**src/rtl/secs_pkg.sv**
```systemverilog
package secs_pkg;

   localparam int SECS_BYTE_W  = 8;
   localparam int SECS_DEF_DIV = 32768;

   function automatic bit secs_is_pow2(input int unsigned v);
      return (v != 0) && ((v & (v - 1)) == 0);
   endfunction

endpackage

```
**src/rtl/secs_prescaler.sv**
```systemverilog
module secs_prescaler
   import secs_pkg::*;
#(
   parameter int DIV = SECS_DEF_DIV
) (
   input  logic          clk,
   input  logic          rst_n,
   input  logic          tick_i,
   input  logic          run_i,
   input  logic          clr_i,
   output logic          wrap_o,
   output logic [$clog2(DIV)-1:0] phase_o
);
   localparam int PW = $clog2(DIV);

   logic [PW-1:0] phase_q;
   logic          last;

   generate
      if (secs_is_pow2(DIV)) begin : g_pow2
         assign last = &phase_q;
      end else begin : g_cmp
         assign last = (phase_q == PW'(DIV - 1));
      end
   endgenerate

   always_ff @(posedge clk) begin
      if (!rst_n || clr_i) begin
         phase_q <= '0;
      end else if (run_i && tick_i) begin
         phase_q <= last ? '0 : phase_q + PW'(1);
      end
   end

   assign wrap_o  = run_i && tick_i && last;
   assign phase_o = phase_q;
endmodule

```
**src/rtl/secs_count_reg.sv**
```systemverilog
module secs_count_reg
   import secs_pkg::*;
#(
   parameter int CNT_W  = 32,
   parameter int ADDR_W = 3
) (
   input  logic              clk,
   input  logic              rst_n,
   input  logic              inc_i,
   input  logic              wr_en_i,
   input  logic [ADDR_W-1:0] wr_addr_i,
   input  logic [SECS_BYTE_W-1:0] wr_data_i,
   output logic [CNT_W-1:0]  count_o
);
   localparam int NBYTES = CNT_W / SECS_BYTE_W;

   logic [CNT_W-1:0] count_q;
   logic [CNT_W-1:0] count_inc;
   logic             wr_any;

   assign count_inc = count_q + CNT_W'(1);
   assign wr_any    = wr_en_i && (wr_addr_i < ADDR_W'(NBYTES));

   generate
      for (genvar g = 0; g < NBYTES; g++) begin : g_lane
         always_ff @(posedge clk) begin
            if (!rst_n) begin
               count_q[g*SECS_BYTE_W +: SECS_BYTE_W] <= '0;
            end else if (wr_any) begin
               if (wr_addr_i == ADDR_W'(g))
                  count_q[g*SECS_BYTE_W +: SECS_BYTE_W] <= wr_data_i;
            end else if (inc_i) begin
               count_q[g*SECS_BYTE_W +: SECS_BYTE_W] <=
                  count_inc[g*SECS_BYTE_W +: SECS_BYTE_W];
            end
         end
      end
   endgenerate

   assign count_o = count_q;
endmodule

```
**src/rtl/secs_snapshot.sv**
```systemverilog
module secs_snapshot
   import secs_pkg::*;
#(
   parameter int CNT_W    = 32,
   parameter int ADDR_W   = 3,
   parameter int STOP_BIT = 7
) (
   input  logic              clk,
   input  logic              rst_n,
   input  logic              snap_i,
   input  logic [CNT_W-1:0]  count_i,
   input  logic              stop_i,
   input  logic [ADDR_W-1:0] rd_addr_i,
   output logic [SECS_BYTE_W-1:0] rd_data_o,
   output logic [CNT_W-1:0]  shadow_o
);
   localparam int NBYTES = CNT_W / SECS_BYTE_W;

   logic [CNT_W-1:0]       shadow_q;
   logic [SECS_BYTE_W-1:0] ctrl_b;

   always_ff @(posedge clk) begin
      if (!rst_n)      shadow_q <= '0;
      else if (snap_i) shadow_q <= count_i;
   end

   always_comb begin
      ctrl_b           = '0;
      ctrl_b[STOP_BIT] = stop_i;
   end

   always_comb begin
      rd_data_o = '0;
      for (int i = 0; i < NBYTES; i++) begin
         if (rd_addr_i == ADDR_W'(i))
            rd_data_o = shadow_q[i*SECS_BYTE_W +: SECS_BYTE_W];
      end
      if (rd_addr_i == ADDR_W'(NBYTES))
         rd_data_o = ctrl_b;
   end

   assign shadow_o = shadow_q;
endmodule

```
**src/rtl/secs_counter.sv**
```systemverilog
module secs_counter
   import secs_pkg::*;
#(
   parameter int CNT_W    = 32,
   parameter int DIV      = SECS_DEF_DIV,
   parameter int ADDR_W   = 3,
   parameter int STOP_BIT = 7
) (
   input  logic              clk,
   input  logic              rst_n,
   input  logic              tick_i,
   input  logic              on_backup_i,
   input  logic              wr_en_i,
   input  logic [ADDR_W-1:0] wr_addr_i,
   input  logic [7:0]        wr_data_i,
   input  logic              snap_i,
   input  logic [ADDR_W-1:0] rd_addr_i,
   output logic [7:0]        rd_data_o,
   output logic [CNT_W-1:0]  count_o,
   output logic              osc_en_o
);
   localparam int NBYTES    = CNT_W / SECS_BYTE_W;
   localparam int PW        = $clog2(DIV);
   localparam int CTRL_ADDR = NBYTES;
   localparam int TOP_BYTE  = NBYTES - 1;

   generate
      if (CNT_W < SECS_BYTE_W || (CNT_W % SECS_BYTE_W) != 0) begin : g_bad_w
         $error("CNT_W must be a whole number of bytes");
      end
      if (DIV < 2) begin : g_bad_div
         $error("DIV must be at least 2");
      end
      if ((1 << ADDR_W) <= NBYTES) begin : g_bad_addr
         $error("ADDR_W too small to reach the control register");
      end
      if (STOP_BIT < 0 || STOP_BIT >= SECS_BYTE_W) begin : g_bad_stop
         $error("STOP_BIT must lie inside a byte");
      end
   endgenerate

   logic          stop_q;
   logic          inc;
   logic          top_wr;
   logic [PW-1:0] phase_w;
   logic [CNT_W-1:0] shadow_w;

   assign top_wr = wr_en_i && (wr_addr_i == ADDR_W'(TOP_BYTE));

   always_ff @(posedge clk) begin
      if (!rst_n)
         stop_q <= 1'b0;
      else if (wr_en_i && wr_addr_i == ADDR_W'(CTRL_ADDR))
         stop_q <= wr_data_i[STOP_BIT];
   end

   secs_prescaler #(.DIV(DIV)) u_presc (
      .clk     (clk),
      .rst_n   (rst_n),
      .tick_i  (tick_i),
      .run_i   (!stop_q),
      .clr_i   (top_wr),
      .wrap_o  (inc),
      .phase_o (phase_w)
   );

   secs_count_reg #(.CNT_W(CNT_W), .ADDR_W(ADDR_W)) u_cnt (
      .clk       (clk),
      .rst_n     (rst_n),
      .inc_i     (inc),
      .wr_en_i   (wr_en_i),
      .wr_addr_i (wr_addr_i),
      .wr_data_i (wr_data_i),
      .count_o   (count_o)
   );

   secs_snapshot #(.CNT_W(CNT_W), .ADDR_W(ADDR_W), .STOP_BIT(STOP_BIT)) u_snap (
      .clk       (clk),
      .rst_n     (rst_n),
      .snap_i    (snap_i),
      .count_i   (count_o),
      .stop_i    (stop_q),
      .rd_addr_i (rd_addr_i),
      .rd_data_o (rd_data_o),
      .shadow_o  (shadow_w)
   );

   assign osc_en_o = !(on_backup_i && stop_q);
endmodule

```
**config.mk**
```make
export PLATFORM = sky130hd
export DESIGN_NAME = secs_counter
export DESIGN_NICKNAME = d
export VERILOG_FILES = /design/src/rtl/secs_pkg.sv /design/src/rtl/secs_prescaler.sv /design/src/rtl/secs_count_reg.sv /design/src/rtl/secs_snapshot.sv /design/src/rtl/secs_counter.sv
export SDC_FILE = /design/constraint.sdc
export NUM_CORES = 1
export LEC_CHECK = 0
export ABC_CLOCK_PERIOD_IN_PS = 3300
export CAP_MARGIN = 10
export CELL_PAD_IN_SITES_DETAIL_PLACEMENT = 1
export CELL_PAD_IN_SITES_GLOBAL_PLACEMENT = 2
export CORE_ASPECT_RATIO = 1.75
export CORE_MARGIN = 4
export CORE_UTILIZATION = 33
export DETAILED_ROUTE_END_ITERATION = 12
export GPL_ROUTABILITY_DRIVEN = 0
export HOLD_SLACK_MARGIN = 0.06
export PLACE_DENSITY_LB_ADDON = 0.1
export REMOVE_ABC_BUFFERS = 1
export SLEW_MARGIN = 30
export SYNTH_ARGS = -nofsm -noshare
export SYNTH_HDL_FRONTEND = slang
export SYNTH_SLANG_ARGS = --single-unit
export TNS_END_PERCENT = 10
```
**constraint.sdc**
```tcl
create_clock -name clk -period 3.3 [get_ports clk]
set_clock_uncertainty 0.2 [all_clocks]
set_input_delay 0.99 -clock clk [delete_from_list [all_inputs] [get_ports clk]]
set_output_delay 0.99 -clock clk [all_outputs]
set_load 0.01 [all_outputs]
```
==> out/results.md <==
- summed instance area of the synthesized netlist: 4308 sq um
- fraction of the mapped netlist area in compound gates: 17.80%
- fraction of synthesis flops using an asynchronous set or reset pin: 0%
- ANT cells: 0
- area delta synth->final: 28.93%
- initial core utilization: 33.48%
- cell with the most instances after synthesis: dfxtp_1
- list of most frequent post-synthesis cells: dfxtp_1 (80), nor2_1 (70), nand2_1 (51), mux2i_1 (35), a21oi_1 (31)
- hold-fix buffer count after cts: 0
- number of unique standard cell types used by synthesis: 59
- Peak supply drop: 0.0002417 V
- detailed-route DRC error count: 0
- Post-DP HPWL: 12110 microns
- count of nets left with antenna violations after detail routing: 0
- run status: complete, no violations
- largest cells by area after synthesis: dfxtp_1 (37%), mux2i_1 (8.1%), nor2_1 (6.1%), nand2_1 (4.4%), mux4_2 (3.7%)
- nature of the critical path startpoint: primary input
- Root Buffer: clkbuf_16
- count of flip-flops with a built-in enable after synthesis: 0
- multiplexer area fraction after synthesis: 11.79%
- clk sinks: 80
- most instantiated flip-flop cell in the synthesis netlist: dfxtp_1
- maximum clock frequency: 306.5 MHz
- biggest fanout along the worst timing path: 5
- max-cap violations: 0
- die width: 94.37 microns
- clock network latency to the later pin of the worst-skew pair: 0.34 ns
- parity-gate share of the synthesized area counting xor and xnor cells: 2.236%
- setup bufs post-CTS: 0
- maximum number of pins on one net before global-route repair: 24
- routed vias: 4269
- DRC marker count from the first detailed-route iteration: 250
- Leak: 1.975 nW
- area enclosed by the die boundary: 15020 sq um
- transition time at the pin with the least slew margin: 0.6058 ns
- fraction of the mapped netlist area in simple logic gates: 26.17%
- placed inst area: 5230 sq um
- required time at the endpoint of the critical path: 2.11 ns
- global-route wire length before repair: 25140 microns
- sequential cell area in the final layout: 1602 sq um
- Max Transition Viols Final: 0
- final-report hold violation count: 0
- # placed instances: 745
- final number of setup-violating endpoints: 0
- CTS tree: built
- switching part of the total: 24.18%
- biggest area consumer among synthesized cells: dfxtp_1
- ratio of cells with drive above 1 in the final layout: 12.84%
- average cell area after synthesis: 8.316 sq um
- initial antenna violation count: 0
- WS Path Type: primary input to output pin
- final clock period utilization by the worst path: 98.87%
- number of ports placed on the die boundary: 61
- core area: 12870 sq um
- Critical Path Sink Type: output pin
- power dissipated by switching net loads: 532.9 uW
- share of total power in sequential cells: 44.9%
- y dimension of the die: 159.1 microns
- Slew HR: 59.28%
- clock group share of total power: 46.3%
- CTS H-tree depth: 3
- final routed wire length divided by cell count: 20.55 microns
- nets@finish: 609
- Routed WL: 15680 microns
- clock-pin slew on the worst setup and hold paths: 0.06 ns
- footprint of the multi-input gates: 2541 sq um
- dominant combinational cell family by area after synthesis: simple AND/OR/NAND/NOR gates
- worst path arrival time: 2.07 ns
- overall global routing resource usage: 21.78%
- proportion of netlist area held by the largest area contributor: 37.18%
- total CTS buffers: 9
- global route overflow: 0
- path category of the worst min-delay check: flip-flop to flip-flop
- count of placed standard cells in the final layout, fillers left out: 763
- Seq/Total Area, Yosys: 37.18%
- Pwr Total: 2.204 mW
- post-route cell area: 5554 sq um
- floorplan row count: 55
- vias per cell: 5.595
- vias in the first global route: 4513
- Clock Path Buffers: 2
- total internal power: 1.671 mW
- number of fill cells in the layout: 1562
- post-synthesis sequential element count: 80
- part of the power in combinational logic: 8.8%
- Power per Cell Area: 396.9 nW/um^2
- Post-Synth Adder-Cell Area: 0.5809%
- number of instances in the synthesized netlist: 518
- time the final worst path needs with I/O delays and setup: 3.263 ns
- number of warnings reported in the yosys synthesis log: 0
- number of I/O port buffers: 60
- setup repair after global routing missed its margin: no
- 1st-pass router iterations: 4
## layout by cell type (no fill, tap or decap), types with 3 or more instances in the layout
cell type,n
mux2i_1,35
inv_1,5
nor3_1,6
nand4_1,15
nand2b_1,12
clkbuf_2,5
xor2_1,8
nand2_1,51
dfxtp_1,80
or3_1,5
and3_1,5
buf_4,31
o21ai_1,13
o22ai_1,8
mux4_2,7
nor2b_1,10
a31oi_1,7
a21o_1,3
o211ai_1,5
and4_1,7
o21ai_0,10
clkbuf_16,9
o31a_1,9
o31ai_1,7
nor2_1,70
nor4_1,3
xnor2_1,3
nand3_1,26
clkdlybuf4s50_1,48
a21oi_1,31
## kinds of logic after synthesis
kind of cell / count (synthesis)
flops: 80
xor+xnor: 11
fa+ha+maj: 2
compound gates: 117
mux: 42
buf+inv: 41
simple gates: 225
## through the flow
stage                     hold WS, ns  worst slack, ns  util, %    TNS, ns
after floorplan                0.2412          -0.8029        -     -21.14
after global placement         0.2626          -0.6374    40.61     -4.909
after detailed placement       0.2758          -0.6663    40.64     -5.006
after CTS                      0.2834        -0.003624    43.30  -0.003624
after global routing           0.3077         0.002797    43.16          0
final                          0.2829          0.03725    43.16          0
## layout make-up
type	count	area share [%]
clock buffer	10	4.303
multi-input combinational	397	45.75
sequential	80	28.84
timing repair buffer	94	15.70
inverter	5	0.3379
tap	171	3.852
clock inverter	6	1.216
## routing by layer
metal  global-route usage (%)  up-vias  wire, microns
li1                         -     2037              -
met1                    24.15     2131           6035
met2                    41.20       80           8835
met3                    2.411       21            361
met4                    8.087        0            449
met5                        0        -              0
## state kept, by name (all words and copies together) (netlist names)
name             count
stop_q               1
u_cnt.count_o       32
u_snap.shadow_o     32
u_presc.phase_o     15
## critical path, cell delays in order
cell and delay, ns:
buf_4 0.12, buf_12 0.13, mux4_2 0.47, nor2b_1 0.14, clkdlybuf4s15_1 0.22
## power by group through the flow
stage | combinational (mW) | clock, mW | sequential (mW)
5_1_grt | 0.209 | 1.09 | 0.990
2_1_floorplan | 0.0734 | 0 | 1.01
6_report | 0.194 | 1.02 | 0.989
3_5_place_dp | 0.189 | 0 | 1.01
3_3_place_gp | 0.186 | 0 | 1.01
4_1_cts | 0.195 | 1.05 | 0.989
## worst paths after layout
| check | depth (start not counted) | end | start | slack [ns] |
|---|---|---|---|---|
| worst min-delay path | 2 | u_presc.phase_o[1] | u_presc.phase_o[1] | 0.28 |
| worst min register to register | 2 | u_presc.phase_o[1] | u_presc.phase_o[1] | 0.28 |
| worst max register to register | 6 | u_cnt.count_o[30] | u_cnt.count_o[0] | 0.63 |
| worst max-delay path | 5 | rd_data_o[4] | rd_addr_i[0] | 0.04 |
## what timing repair did
item,CTS,global route
resized for setup,27,6
cloned,2,0
endpoints found under the setup margin,8,5
Note: power is estimated with default switching activity, not from simulation.
